`src/rtl/kbc_trap_pkg.sv`:
```
package kbc_trap_pkg;

    typedef enum logic [1:0] {
        ST_IDLE      = 2'd0,
        ST_ARMED     = 2'd1,
        ST_DATA_SEEN = 2'd2
    } gate_st_e;

    typedef enum logic [2:0] {
        CK_NONE      = 3'd0,
        CK_CMD_OPEN  = 3'd1,
        CK_CMD_CLOSE = 3'd2,
        CK_CMD_OTHER = 3'd3,
        CK_CMD_RD    = 3'd4,
        CK_DATA_WR   = 3'd5,
        CK_DATA_RD   = 3'd6
    } cyc_kind_e;

    localparam int CFG_W      = 8;
    localparam int TB_DATA_RD = 0;
    localparam int TB_DATA_WR = 1;
    localparam int TB_CMD_RD  = 2;
    localparam int TB_CMD_WR  = 3;
    localparam int TB_SEQ_END = 7;

    typedef struct packed {
        gate_st_e nxt;
        logic     fwd;
        logic     smi;
    } gate_dec_t;

endpackage

```
`src/rtl/kbc_cycle_decode.sv`:
```
module kbc_cycle_decode
    import kbc_trap_pkg::*;
#(
    parameter int          ADDR_W     = 16,
    parameter int          DATA_W     = 8,
    parameter logic [15:0] DATA_PORT  = 16'h0060,
    parameter logic [15:0] CMD_PORT   = 16'h0064,
    parameter logic [7:0]  OPEN_CODE  = 8'hD1,
    parameter logic [7:0]  CLOSE_CODE = 8'hFF
) (
    input  logic              cyc_vld,
    input  logic [ADDR_W-1:0] cyc_addr,
    input  logic              cyc_wr,
    input  logic [DATA_W-1:0] cyc_wdata,
    output cyc_kind_e         kind
);
    localparam logic [ADDR_W-1:0] DATA_A = ADDR_W'(DATA_PORT);
    localparam logic [ADDR_W-1:0] CMD_A  = ADDR_W'(CMD_PORT);
    localparam logic [DATA_W-1:0] OPEN_D = DATA_W'(OPEN_CODE);
    localparam logic [DATA_W-1:0] CLOSE_D = DATA_W'(CLOSE_CODE);

    logic hit_data;
    logic hit_cmd;

    assign hit_data = cyc_vld && (cyc_addr == DATA_A);
    assign hit_cmd  = cyc_vld && (cyc_addr == CMD_A);

    always_comb begin
        kind = CK_NONE;
        if (hit_cmd) begin
            if (!cyc_wr)                  kind = CK_CMD_RD;
            else if (cyc_wdata == OPEN_D) kind = CK_CMD_OPEN;
            else if (cyc_wdata == CLOSE_D) kind = CK_CMD_CLOSE;
            else                          kind = CK_CMD_OTHER;
        end else if (hit_data) begin
            kind = cyc_wr ? CK_DATA_WR : CK_DATA_RD;
        end
    end
endmodule

```
`src/rtl/kbc_trap_policy.sv`:
```
module kbc_trap_policy
    import kbc_trap_pkg::*;
(
    input  gate_st_e          state,
    input  cyc_kind_e         kind,
    input  logic [CFG_W-1:0]  cfg,
    output gate_dec_t         dec
);
    logic trap_b;
    logic end_smi;

    // per-cycle trap bit selected by cycle type
    always_comb begin
        unique case (kind)
            CK_CMD_OPEN,
            CK_CMD_CLOSE,
            CK_CMD_OTHER: trap_b = cfg[TB_CMD_WR];
            CK_CMD_RD:    trap_b = cfg[TB_CMD_RD];
            CK_DATA_WR:   trap_b = cfg[TB_DATA_WR];
            CK_DATA_RD:   trap_b = cfg[TB_DATA_RD];
            default:      trap_b = 1'b0;
        endcase
    end

    assign end_smi = cfg[TB_SEQ_END];

    // output and next-state process
    always_comb begin
        dec.nxt = state;
        dec.fwd = 1'b0;
        dec.smi = 1'b0;
        if (kind != CK_NONE) begin
            dec.fwd = !trap_b;
            dec.smi = trap_b;
            unique case (state)
                ST_IDLE: begin
                    if (kind == CK_CMD_OPEN) begin
                        dec.nxt = ST_ARMED;
                        dec.fwd = 1'b1;
                        dec.smi = 1'b0;
                    end
                end
                ST_ARMED: begin
                    unique case (kind)
                        CK_DATA_WR: begin
                            dec.nxt = ST_DATA_SEEN;
                            dec.fwd = 1'b1;
                            dec.smi = 1'b0;
                        end
                        CK_CMD_OPEN: begin
                            dec.nxt = ST_ARMED;
                            dec.fwd = 1'b1;
                            dec.smi = 1'b0;
                        end
                        CK_CMD_RD: begin
                            dec.nxt = ST_ARMED;
                        end
                        default: begin
                            dec.nxt = ST_IDLE;
                            dec.smi = trap_b | end_smi;
                        end
                    endcase
                end
                ST_DATA_SEEN: begin
                    dec.nxt = ST_IDLE;
                    if (kind == CK_CMD_CLOSE) begin
                        dec.fwd = 1'b1;
                        dec.smi = end_smi;
                    end else begin
                        dec.smi = trap_b | end_smi;
                    end
                end
                default: begin
                    dec.nxt = ST_IDLE;
                end
            endcase
        end
    end
endmodule

```
`src/rtl/kbc_trap_state.sv`:
```
module kbc_trap_state
    import kbc_trap_pkg::*;
(
    input  logic     clk,
    input  logic     rst,
    input  logic     adv,
    input  gate_st_e nxt,
    output gate_st_e state_q,
    output logic     pend_q
);
    // state register process
    always_ff @(posedge clk) begin
        if (rst) begin
            state_q <= ST_IDLE;
            pend_q  <= 1'b0;
        end else if (adv) begin
            state_q <= nxt;
            pend_q  <= (nxt != ST_IDLE);
        end
    end

    AST_RESET_CLEAR: assert property (@(posedge clk)
        rst |=> (state_q == ST_IDLE) && !pend_q);

    AST_HOLD_NO_CYCLE: assert property (@(posedge clk) disable iff (rst)
        !adv |=> $stable(state_q) && $stable(pend_q));

    AST_PEND_TRACKS: assert property (@(posedge clk) disable iff (rst)
        pend_q == (state_q != ST_IDLE));

    AST_STATE_LEGAL: assert property (@(posedge clk) disable iff (rst)
        state_q != gate_st_e'(2'd3));
endmodule

```
`src/rtl/kbc_gate_trap.sv`:
```
module kbc_gate_trap
    import kbc_trap_pkg::*;
#(
    parameter int          ADDR_W     = 16,
    parameter logic [15:0] DATA_PORT  = 16'h0060,
    parameter logic [15:0] CMD_PORT   = 16'h0064,
    parameter logic [7:0]  OPEN_CODE  = 8'hD1,
    parameter logic [7:0]  CLOSE_CODE = 8'hFF
) (
    input  logic              clk,
    input  logic              rst,
    input  logic              cyc_vld,
    input  logic [ADDR_W-1:0] cyc_addr,
    input  logic              cyc_wr,
    input  logic [7:0]        cyc_wdata,
    input  logic [CFG_W-1:0]  cfg,
    output logic              fwd_o,
    output logic              smi_o,
    output logic              pend_o
);
    cyc_kind_e kind;
    gate_st_e  state;
    gate_dec_t dec;
    logic      hit;

    kbc_cycle_decode #(
        .ADDR_W     (ADDR_W),
        .DATA_W     (8),
        .DATA_PORT  (DATA_PORT),
        .CMD_PORT   (CMD_PORT),
        .OPEN_CODE  (OPEN_CODE),
        .CLOSE_CODE (CLOSE_CODE)
    ) u_dec (
        .cyc_vld   (cyc_vld),
        .cyc_addr  (cyc_addr),
        .cyc_wr    (cyc_wr),
        .cyc_wdata (cyc_wdata),
        .kind      (kind)
    );

    kbc_trap_policy u_pol (
        .state (state),
        .kind  (kind),
        .cfg   (cfg),
        .dec   (dec)
    );

    assign hit = (kind != CK_NONE);

    kbc_trap_state u_st (
        .clk     (clk),
        .rst     (rst),
        .adv     (hit),
        .nxt     (dec.nxt),
        .state_q (state),
        .pend_q  (pend_o)
    );

    assign fwd_o = dec.fwd;
    assign smi_o = dec.smi;

    AST_QUIET_OFF_TARGET: assert property (@(posedge clk) disable iff (rst)
        !hit |-> !fwd_o && !smi_o);

    AST_TRAP_RAISES_SMI: assert property (@(posedge clk) disable iff (rst)
        hit |-> fwd_o || smi_o);

    AST_OPEN_SETS_PEND: assert property (@(posedge clk) disable iff (rst)
        (state == ST_IDLE && kind == CK_CMD_OPEN) |=> pend_o);

    AST_ARMED_DATA_FORCED: assert property (@(posedge clk) disable iff (rst)
        (state == ST_ARMED && kind == CK_DATA_WR) |-> fwd_o && !smi_o);

    AST_ARMED_REOPEN_FORCED: assert property (@(posedge clk) disable iff (rst)
        (state == ST_ARMED && kind == CK_CMD_OPEN) |-> fwd_o && !smi_o);

    AST_DATA_SEEN_EXITS: assert property (@(posedge clk) disable iff (rst)
        (state == ST_DATA_SEEN && hit) |=> !pend_o);

    AST_CLOSE_FORWARDS: assert property (@(posedge clk) disable iff (rst)
        (state == ST_DATA_SEEN && kind == CK_CMD_CLOSE) |-> fwd_o);
endmodule

```
`config.mk`:
```
export PLATFORM = sky130hd
export DESIGN_NAME = kbc_gate_trap
export DESIGN_NICKNAME = d
export VERILOG_FILES = /design/src/rtl/kbc_trap_pkg.sv /design/src/rtl/kbc_cycle_decode.sv /design/src/rtl/kbc_trap_policy.sv /design/src/rtl/kbc_trap_state.sv /design/src/rtl/kbc_gate_trap.sv
export SDC_FILE = /design/constraint.sdc
export NUM_CORES = 1
export LEC_CHECK = 0
export BUFFER_PORTS_ARGS = -buffer_cell sky130_fd_sc_hd__buf_4
export CAP_MARGIN = 15
export CORE_MARGIN = 4
export CORE_UTILIZATION = 30
export CTS_BUF_LIST = sky130_fd_sc_hd__clkbuf_2
export DETAILED_ROUTE_END_ITERATION = 12
export HOLD_SLACK_MARGIN = 0.06
export PLACE_DENSITY_LB_ADDON = 0.2
export SLEW_MARGIN = 20
export SYNTH_ARGS = -nofsm -noshare
export SYNTH_HDL_FRONTEND = slang
export SYNTH_SLANG_ARGS = --single-unit
```
`constraint.sdc`:
```
create_clock -name clk -period 1.66 [get_ports clk]
set_input_delay 0.332 -clock clk [delete_from_list [all_inputs] [get_ports clk]]
set_output_delay 0.332 -clock clk [all_outputs]
set_load 0.05 [all_outputs]
```
Word-level counts from Yosys, hierarchy flattened
Index checks and enable logic that the tools add are counted.

Bits in registers: 3. Bits of input ports: 36. Output and inout bits: 3. Logic and storage cells: 40.

Eq/ne operators: 12. Muxes and demuxes: 16. Bitwise operators: 1. Reduce and logical (&&, ||, !) cells: 9.

Operator list (number): 16-bit by 7-bit == test with 1-bit output, second input constant (2); 8-bit == test, second input constant (2); 3-bit two-way mux (4); 3-bit == test, second input constant (3); 4-bit two-way mux (2); 2-bit one-hot mux with 2 select lines (2); 3-bit by 2-bit == test with 1-bit output, second input constant (2); 2-bit one-hot mux with 3 select lines (1); 1-bit two-way mux (4); 1-bit one-hot mux with 4 select lines (1); 2-bit OR reduction (2); 3-bit by 1-bit == test with 1-bit output, second input constant (1); 3-bit nonzero test (1); 3-bit OR reduction (1); 2-bit by 1-bit == test with 1-bit output, second input constant (1); 2-bit == test, second input constant (1); 1-bit logical AND (2); 2-bit logical NOT (1); 2-bit two-way mux (1); 1-bit one-hot mux with 2 select lines (1); 2-bit nonzero test (1); 1-bit logical NOT (1); 1-bit bitwise OR (1).

Depth between registers and ports, before layout
Gate-level depths: netlist (run 1).

Depth after elaboration: 13. Gate-level depth with buffers: 6. Mapped depth without buffers: 5.

Modules after synthesis
From an unflattened synthesis (run 1), not the netlist that was laid out.

Cell total of the unflattened synthesis: 62. Area, all modules: 475.5 sq um.

By module, submodules not included: kbc_trap_policy (times used 1, cells each 36, area an instance 256.5 sq um, seq. area each 0.0 sq um); kbc_cycle_decode (times used 1, cells each 15, area an instance 110.1 sq um, seq. area each 0.0 sq um); kbc_trap_state (times used 1, cells each 10, area an instance 102.6 sq um, seq. area each 60.1 sq um); kbc_gate_trap (times used 1, cells each 1, area an instance 6.3 sq um, seq. area each 0.0 sq um).

Worst setup path before layout (run 1)
Ideal clock, no wire load.

Path kind: in2out. Start point: in cyc_wdata[1]. End point: out fwd_o. Data arrival time: 1.823 ns. Data required time: 1.328 ns. Slack: -0.495 ns. Stages: 4. Buffers on the path: 0. Cells stage by stage: nor4_2 nand2_1 a21o_1 a31oi_1.

Longest elaborated chain between the ends: 12. Elaborated cells on any way between the ends: 22. Classes of those cells: 8 x eq/ne; 10 x mux; 4 x reduce/logical.

RTL lines: start: declaration (RTL line kbc_gate_trap.sv:15) `input logic [7:0] cyc_wdata,`; 8-bit == test (RTL line kbc_cycle_decode.sv:33) `else if (cyc_wdata == CLOSE_D) kind = CK_CMD_CLOSE;`; 1-bit two-way mux (RTL line kbc_cycle_decode.sv:33); 3-bit two-way mux (*) (RTL line kbc_cycle_decode.sv:32) `else if (cyc_wdata == OPEN_D) kind = CK_CMD_OPEN;`; 3-bit two-way mux (*) (RTL line kbc_cycle_decode.sv:31) `if (!cyc_wr) kind = CK_CMD_RD;`; 3-bit two-way mux (*) (RTL line kbc_cycle_decode.sv:30) `if (hit_cmd) begin`; 3-bit by 2-bit == test with 1-bit output, or another cell as far along (RTL line kbc_trap_policy.sv:14) `unique case (kind)`; 3-bit OR reduction (RTL line kbc_trap_policy.sv:14); 1-bit one-hot mux with 4 select lines (RTL line kbc_trap_policy.sv:14); 1-bit logical NOT (RTL line kbc_trap_policy.sv:33) `dec.fwd = !trap_b;`; 1-bit two-way mux, or another cell as far along (RTL line kbc_trap_policy.sv:66) `if (kind == CK_CMD_CLOSE) begin`; 2-bit one-hot mux with 3 select lines (RTL line kbc_trap_policy.sv:35) `unique case (state)`; 4-bit two-way mux (*) (RTL line kbc_trap_policy.sv:32) `if (kind != CK_NONE) begin`; end: declaration (RTL line kbc_gate_trap.sv:17) `output logic fwd_o,`.

Every way passes the cells marked *; elsewhere a longest branch is shown, timed or not.

Final worst setup path (run 1)
Start point: in cyc_addr[8]. End point: out smi_o.

Longest elaborated chain between the ends: 11. Elaborated cells on any way between the ends: 22. Classes of those cells: 8 x eq/ne; 8 x mux; 1 x bitwise; 5 x reduce/logical.

RTL lines: start: declaration (RTL line kbc_gate_trap.sv:13) `input logic [ADDR_W-1:0] cyc_addr,`; 16-bit by 7-bit == test with 1-bit output (RTL line kbc_cycle_decode.sv:25) `assign hit_data = cyc_vld && (cyc_addr == DATA_A);`; 1-bit logical AND (RTL line kbc_cycle_decode.sv:25); 3-bit two-way mux (RTL line kbc_cycle_decode.sv:35) `end else if (hit_data) begin`; 3-bit two-way mux (*) (RTL line kbc_cycle_decode.sv:30); 3-bit by 2-bit == test with 1-bit output, or another cell as far along (RTL line kbc_trap_policy.sv:14); 3-bit OR reduction (RTL line kbc_trap_policy.sv:14); 1-bit one-hot mux with 4 select lines (RTL line kbc_trap_policy.sv:14); 1-bit bitwise OR (RTL line kbc_trap_policy.sv:60, kbc_trap_policy.sv:70); 1-bit one-hot mux with 2 select lines or 1-bit two-way mux (tied branches) (RTL line kbc_trap_policy.sv:44, kbc_trap_policy.sv:66); 2-bit one-hot mux with 3 select lines (RTL line kbc_trap_policy.sv:35); 4-bit two-way mux (*) (RTL line kbc_trap_policy.sv:32); end: declaration (RTL line kbc_gate_trap.sv:18) `output logic smi_o,`.

Marked as above.

==> results of run 1 <==
stage by stage:
stage	hold slack [ps]	util, %
2_1_floorplan	401.1	-
3_3_place_gp	438.3	61.73
3_5_place_dp	450.5	61.73
4_1_cts	293.8	69.80
5_1_grt	292.0	77.21
6_report	299.1	77.21
worst max-delay path, cell delays in order:
cell and delay, ps:
buf_4 120, nor4b_4 270, nand4_2 190, a311o_1 320, a21oi_2 150, o311a_4 170, buf_8 140
repair_timing:
item / CTS / global route
resized for setup: 12 / 16
pin swaps: 5 / 5
setup buffers: 2 / 4
endpoints found under the setup margin: 2 / 3
flip-flops by register name, indices dropped and copies added, names as in the netlist:
signal and count:
u_st.pend_q 1, u_st.state_q 2
cell type report:
cell class | count | area [sq um] | share of cell area, %
sequential | 3 | 60.06 | 5.904
inverter | 3 | 11.26 | 1.107
timing repair buffer | 55 | 461.7 | 45.39
tap | 15 | 18.77 | 1.845
clock buffer | 4 | 20.02 | 1.968
multi-input combinational | 45 | 445.4 | 43.79
per-layer routing:
metal	vias to the layer above	global-route usage, %	part of all wire (%)
met5	-	0	0
met4	0	4.545	0
met3	0	3.162	11
met2	39	34.54	55
met1	307	19.34	34
li1	323	-	-
synthesized netlist by cell type, drive strengths merged:
master  instances
and4            1
o21a            1
xor2            1
mux4            1
o311a           1
nand4           3
nor3            2
inv             3
clkbuf          1
dfxtp           3
a31oi           2
o21ai           3
a21oi           4
and3            1
nor2b           2
a21o            1
nor3b           2
a211o           1
a311o           1
nor2            3
nor4b           4
nand2           4
nand3b          1
buf             3
a211oi          1
nand3           1
or3             1
o22ai           1
nor4            2
report_power, final:
part | leakage [uW] | switching [uW] | internal, uW
Combinational | 0.000394 | 51.7 | 93.2
Clock | 0.0000166 | 49.3 | 63.8
Sequential | 0.0000241 | 0.00000115 | 72.1
Total | 0.000434 | 101 | 229
how the worst max path moves through the flow:
stage / to / slack, ps / cells past startpoint
after floorplan: smi_o / -260 / 6
after detailed placement: smi_o / -480 / 6
after global placement: smi_o / -450 / 6
final: smi_o / -370 / 7
after CTS: smi_o / -350 / 7
after global routing: smi_o / -440 / 7
cell families (layout without fill, tap and decap cells):
kind of cell           count (synthesis)  count (layout)
buffers and inverters                  7              62
flip-flops                             3               3
multiplexers                           1               1
XOR/XNOR                               1               1
AND/OR/NAND/NOR                       27              27
AO/OA/AOI/OAI                         16              16
placed cells by master (no fill, tap or decap), types with 2 or more instances in the layout:
cell type and instances:
dfxtp_1 3, buf_4 43, a21oi_1 2, nor2_1 3
clkbuf_2 4, o21ai_0 2, a21oi_2 2, nor2b_1 2
nor4_4 2, nor4b_4 3, inv_1 2, buf_6 11
nand4_1 2, nand2_1 4
==> flow_metrics.py, run 1 <==
metrics = {
    "floorplanning": {
        "die_w_microns": 45.71,
        "row_count": 13,
        "die_y_microns": 45.71,
        "io_pins": 39,
        "start_util_pct": 32.38,
        "die_area_sq_mm": 0.002089,
        "coreArea_sq_mm": 0.001318,
    },
    "clock_tree": {
        "clk_latency_ps": 220,
        "cts_root_buffer": "clkbuf_2",
        "cts.sinks": 3,
        "cts_buffers": 3,
        "h-tree-depth": 1,
        "clk_path_buf_depth": 2,
        "clkTransAtPathRegs_ps": 50,
        "cts_hold_buf": 0,
        "cts_tree": "yes",
    },
    "timing": {
        "final.setup.worst_slack_ps": -374.5,
        "setup_violations": 4,
        "rsz0062_at_grt": "true",
        "skew_ps": 9.997,
        "post-route-period-util_pct": 122.6,
        "slew_headroom_pct": 78.67,
        "fin_crit_ps": 2034,
        "slew_violations": 0,
        "worst_slew_pin_slew_ps": 315.5,
        "setup_tns_ps": -750.5,
        "fmax_mhz": 491.5,
        "hold_viol": 0,
    },
    "synthesis": {
        "synth_seq_area_share_pct": 14.08,
        "syn-cell-area_sq_um": 426.7,
        "syn_area_per_cell_sq_um": 7.757,
        "syn_inst": 55,
        "synthAdderAreaFrac_pct": 0,
        "syn-num-nets": 91,
        "ys_ff_latch": 3,
        "synth-xor-area-share_pct": 2.053,
        "synthMuxAreaShare_pct": 5.279,
        "synth_top_area_cell": "dfxtp_1",
        "synth_compound_area_share_pct": 24.63,
        "synth_simple_gate_area_share_pct": 45.75,
        "synth_top_family_by_area": "simple AND/OR/NAND/NOR gates",
        "synth.area.top_cells": "dfxtp_1 14%, nor4b_2 11%, mux4_2 5.3%",
        "ys_warn_count": 0,
        "synth_cell_types": 35,
        "synth_top_cell_area_share_pct": 14.08,
    },
    "worst_hold_path": {
        "min_to": "u_st.state_q[0]",
        "min_path_type": "primary input to flop",
        "min_from": "rst",
        "worstHoldPathCells": 2,
    },
    "grt": {
        "first_global_vias": 710,
        "grt_max_degree": 9,
        "track_usage_pct": 17.80,
        "globalRoute.totalOverflow": 0,
        "antenna_found_initial": 0,
        "grt_pass1_wl_mm": 2.835,
    },
    "worst_setup_path": {
        "startpoint_type": "primary input",
        "crit_path_max_fanout": 3,
        "rr_worst_depth": 3,
        "required_ps": 1330,
        "r2r-start": "u_st.state_q[1]",
        "crit_path_end_kind": "output pin",
        "crit_type": "primary input to output pin",
        "r2r_end": "u_st.state_q[0]",
        "r2r_slack_ps": 590,
        "crit_arrival_ps": 1700,
        "critPathLaunch": "cyc_addr[8]",
    },
    "final_layout": {
        "stdcell_area_sq_mm": 0.001017,
        "fin_cells": 125,
        "drive_above_1_share_pct": 69.09,
        "area_delta_synth_final_pct": 138.4,
        "fill_cells": 102,
        "diodes": 0,
        "nets": 147,
    },
    "routing": {
        "drt_pre_antenna_iters": 5,
        "via_count": 669,
        "dr.first_iter.drc_count": 10,
        "drt.antenna.violating_nets": 0,
        "via_per_inst": 5.352,
        "wl_mm": 1.826,
        "wl_per_cell_microns": 14.61,
        "route.detailed.drc": 0,
    },
    "placed_design": {
        "port-buffer-count": 35,
        "placed_area_sq_um": 813.3,
        "gp_congestion": 0.8667,
        "post-place-ws_ps": -478.9,
        "dp_cells": 115,
        "dp_hpwl_mm": 1.278,
    },
    "power_and_ir_drop": {
        "leakage_uw": 0.0004344,
        "finalPower_uw": 330.0,
        "p_per_area_mw_per_mm2": 324.4,
        "ir_worst_vdd_v": 0.0001366,
    },
    "run_status": {
        "status": "finished with violations",
        "violations": "negative setup slack",
    },
    "flow_run": {
        "maxCapViolations": 0,
    },
}
Note: power is estimated with default switching activity, not from simulation.
==> run 2, diff against run 1 <==
- ABC_AREA: not set -> 1
==> flow_metrics.py, run 2 <==
metrics = {
    "synthesis": {
        "ys_warn_count": 0,
        "synth_top_area_cell": "nand2_1",
        "synth_seq_area_share_pct": 8.406,
        "synth_top_family_by_area": "simple AND/OR/NAND/NOR gates",
        "yosys_most_used_dff": "dfxtp_1",
        "synth_edf_count": 0,
        "synth_top_cell_area_share_pct": 15.24,
        "syn-num-nets": 173,
        "syn-cell-area_sq_um": 714.4,
        "ys_ff_latch": 3,
        "synthMuxAreaShare_pct": 0,
        "synth_cell_types": 20,
        "synthAdderAreaFrac_pct": 0,
        "synth-xor-area-share_pct": 0,
        "synth_common_cells": "29 x nand2_1, 27 x nor2_1, 23 x inv_1",
        "synth-async-reset-ratio_pct": 0,
        "syn_area_per_cell_sq_um": 5.215,
        "yosysMostFrequentCell": "nand2_1",
        "syn_inst": 137,
        "synth_compound_area_share_pct": 9.107,
        "synth_simple_gate_area_share_pct": 69.18,
        "synth.area.top_cells": "nand2_1 15%, nor2_1 14%, inv_1 12%",
    },
    "timing": {
        "post-route-period-util_pct": 140.7,
        "skew_ps": 3.644,
        "slew_violations": 0,
        "rsz0062_at_grt": "true",
        "final.setup.worst_slack_ps": -676.0,
        "setup_violations": 3,
        "fmax_mhz": 428.1,
        "hold_slack_ps": 308.5,
        "hold_viol": 0,
        "slew_headroom_pct": 83.52,
        "worst_slew_pin_slew_ps": 246.2,
        "fin_crit_ps": 2336,
    },
    "worst_setup_path": {
        "path_cells": "buf_4, nor2_1, nand2_1, nor2_4, nand2_2, nor2_4, nand3_1, nand2_2, nor2_4, nand3_2, nand2_2, a21oi_2, nand3_1, nand2_1, inv_1, buf_6",
        "r2r_slack_ps": 670,
        "crit_path_max_fanout": 5,
        "startpoint_type": "primary input",
        "worst-path-stages": 16,
        "rr_worst_depth": 4,
        "crit_type": "primary input to output pin",
        "crit_end": "smi_o",
        "required_ps": 1330,
        "r2r_end": "u_st.pend_q",
        "crit_arrival_ps": 2000,
        "crit_buf_inv": 3,
        "crit_path_end_kind": "output pin",
        "slowest_delay_ps": 150,
        "cpMaxStageDelayCell": "nor2_4",
        "r2r-start": "u_st.state_q[0]",
        "crit_family": "simple AND/OR/NAND/NOR gates",
        "critPathLaunch": "cyc_addr[10]",
    },
    "final_layout": {
        "largest_reg_flops": 2,
        "diodes": 0,
        "drive_above_1_share_pct": 47.69,
        "mostFrequentLayoutCell": "buf_4",
        "regMostFlops": "u_st.state_q",
        "stdcell_area_sq_mm": 0.001291,
        "largestRegisters": "u_st.state_q x2, u_st.pend_q x1",
        "area_delta_synth_final_pct": 80.74,
        "nets": 232,
        "final_cell_mix": "44 x buf_4, 27 x nand2_1, 23 x nor2_1, 23 x inv_1, 12 x nand3_1",
    },
    "routing": {
        "dr.first_iter.drc_count": 18,
        "via_count": 1047,
        "drt.antenna.violating_nets": 0,
        "via_per_inst": 4.695,
        "drt_pre_antenna_iters": 4,
        "wl_per_cell_microns": 10.77,
        "route.detailed.drc": 0,
        "wl_mm": 2.402,
    },
    "grt": {
        "track_usage_pct": 13.61,
        "globalRoute.totalOverflow": 0,
        "first_global_vias": 975,
        "antenna_found_initial": 0,
        "grt_pass1_wl_mm": 3.677,
        "grt_max_degree": 6,
    },
    "run_status": {
        "violations": "negative setup slack",
        "status": "finished with violations",
    },
    "floorplanning": {
        "die_w_microns": 56.80,
        "row_count": 17,
        "coreArea_sq_mm": 0.002233,
        "die_y_microns": 56.80,
        "start_util_pct": 31.99,
        "io_pins": 39,
        "die_area_sq_mm": 0.003226,
    },
    "power_and_ir_drop": {
        "ir_worst_vdd_v": 0.0002422,
        "leakage_uw": 0.0006735,
        "p_per_area_mw_per_mm2": 236.3,
    },
    "placed_design": {
        "placed_area_sq_mm": 0.001111,
        "dp_hpwl_mm": 1.907,
        "port-buffer-count": 35,
        "gp_congestion": 0.9211,
    },
    "clock_tree": {
        "cts_tree": "yes",
        "clk_path_buf_depth": 2,
        "cts.sinks": 3,
        "cts_hold_buf": 0,
        "h-tree-depth": 1,
        "clk_latency_ps": 190,
        "clkTransAtPathRegs_ps": 40,
        "cts_buffers": 3,
        "cts_root_buffer": "clkbuf_2",
    },
    "flow_run": {
        "maxCapViolations": 0,
    },
    "worst_hold_path": {
        "min_path_type": "primary input to flop",
    },
}
-- run 2: changes by cell type after synthesis, moves of 5 or more --
| cell | before | now |
|---|---|---|
| inv_1 | 2 | 23 |
| nand2_1 | 4 | 29 |
| nand2_2 | 0 | 10 |
| nand3_1 | 1 | 12 |
| nand4_1 | 2 | 7 |
| nor2_1 | 3 | 27 |
| nor2_4 | 0 | 5 |
-- run 2: per-layer routing --
metal | vias to the layer above | track usage [%] | wire length [microns]
met4 | 0 | 2.980 | 0
met2 | 18 | 24.59 | 1278
met1 | 481 | 17.19 | 1030
met3 | 0 | 1.379 | 92
met5 | - | 0 | 0
li1 | 548 | - | -
-- run 2: worst reg2reg max path, cell delays in order (launching register included) --
cell and delay (ps):
dfxtp_1 390, inv_1 110, o21ai_1 140, nand3_1 120
a31oi_1 160
-- run 2: worst min-delay path by stage --
stage | startpoint | endpoint | slack (ps) | cells past startpoint
2_1_floorplan | rst | u_st.state_q[0] | 400 | 1
6_report | rst | u_st.state_q[0] | 310 | 2
4_1_cts | rst | u_st.state_q[1] | 300 | 2
3_5_place_dp | u_st.pend_q | u_st.pend_q | 480 | 2
5_1_grt | rst | u_st.state_q[0] | 310 | 2
3_3_place_gp | u_st.pend_q | u_st.pend_q | 470 | 2
-- run 2: what timing repair did --
| item | CTS | global route |
|---|---|---|
| setup endpoints to repair | 3 | 4 |
| resized for setup | 11 | 22 |
| buffers inserted | 1 | 5 |
| pin swaps | 6 | 13 |
-- run 2: through the flow --
| step | instances | util [%] | setup WS, ps | total power [uW] | setup TNS, ps |
|---|---|---|---|---|---|
| floorplan | 137 | - | -455.4 | 107.4 | -843.9 |
| finish | 223 | 57.82 | -676.0 | 305.1 | -1350 |
| global placement | 213 | 49.75 | -638.4 | 190.0 | -1610 |
| CTS | 218 | 52.72 | -616.1 | 297.8 | -1227 |
| detailed placement | 213 | 49.75 | -669.9 | 191.8 | -1786 |
| global route | 223 | 57.82 | -796.0 | 326.3 | -1691 |
-- run 2: area by class of cell --
type | count | area (sq um)
multi-input combinational | 109 | 633.1
sequential | 3 | 60.06
timing repair buffer | 54 | 446.7
clock buffer | 4 | 20.02
tap | 28 | 35.03
inverter | 25 | 96.34
fill | 231 | 942.2
-- run 2: cells by family after synthesis --
group | count (synthesis)
buf+inv | 25
compound gates | 12
simple gates | 97
flops | 3
-- run 2: where the power goes --
group	internal [uW]	switching, uW	leakage, uW
Combinational	79.8	55.1	0.000633
Clock	63.6	34.2	0.0000166
Sequential	72.4	0.0000000179	0.0000241
Total	216	89.3	0.000673
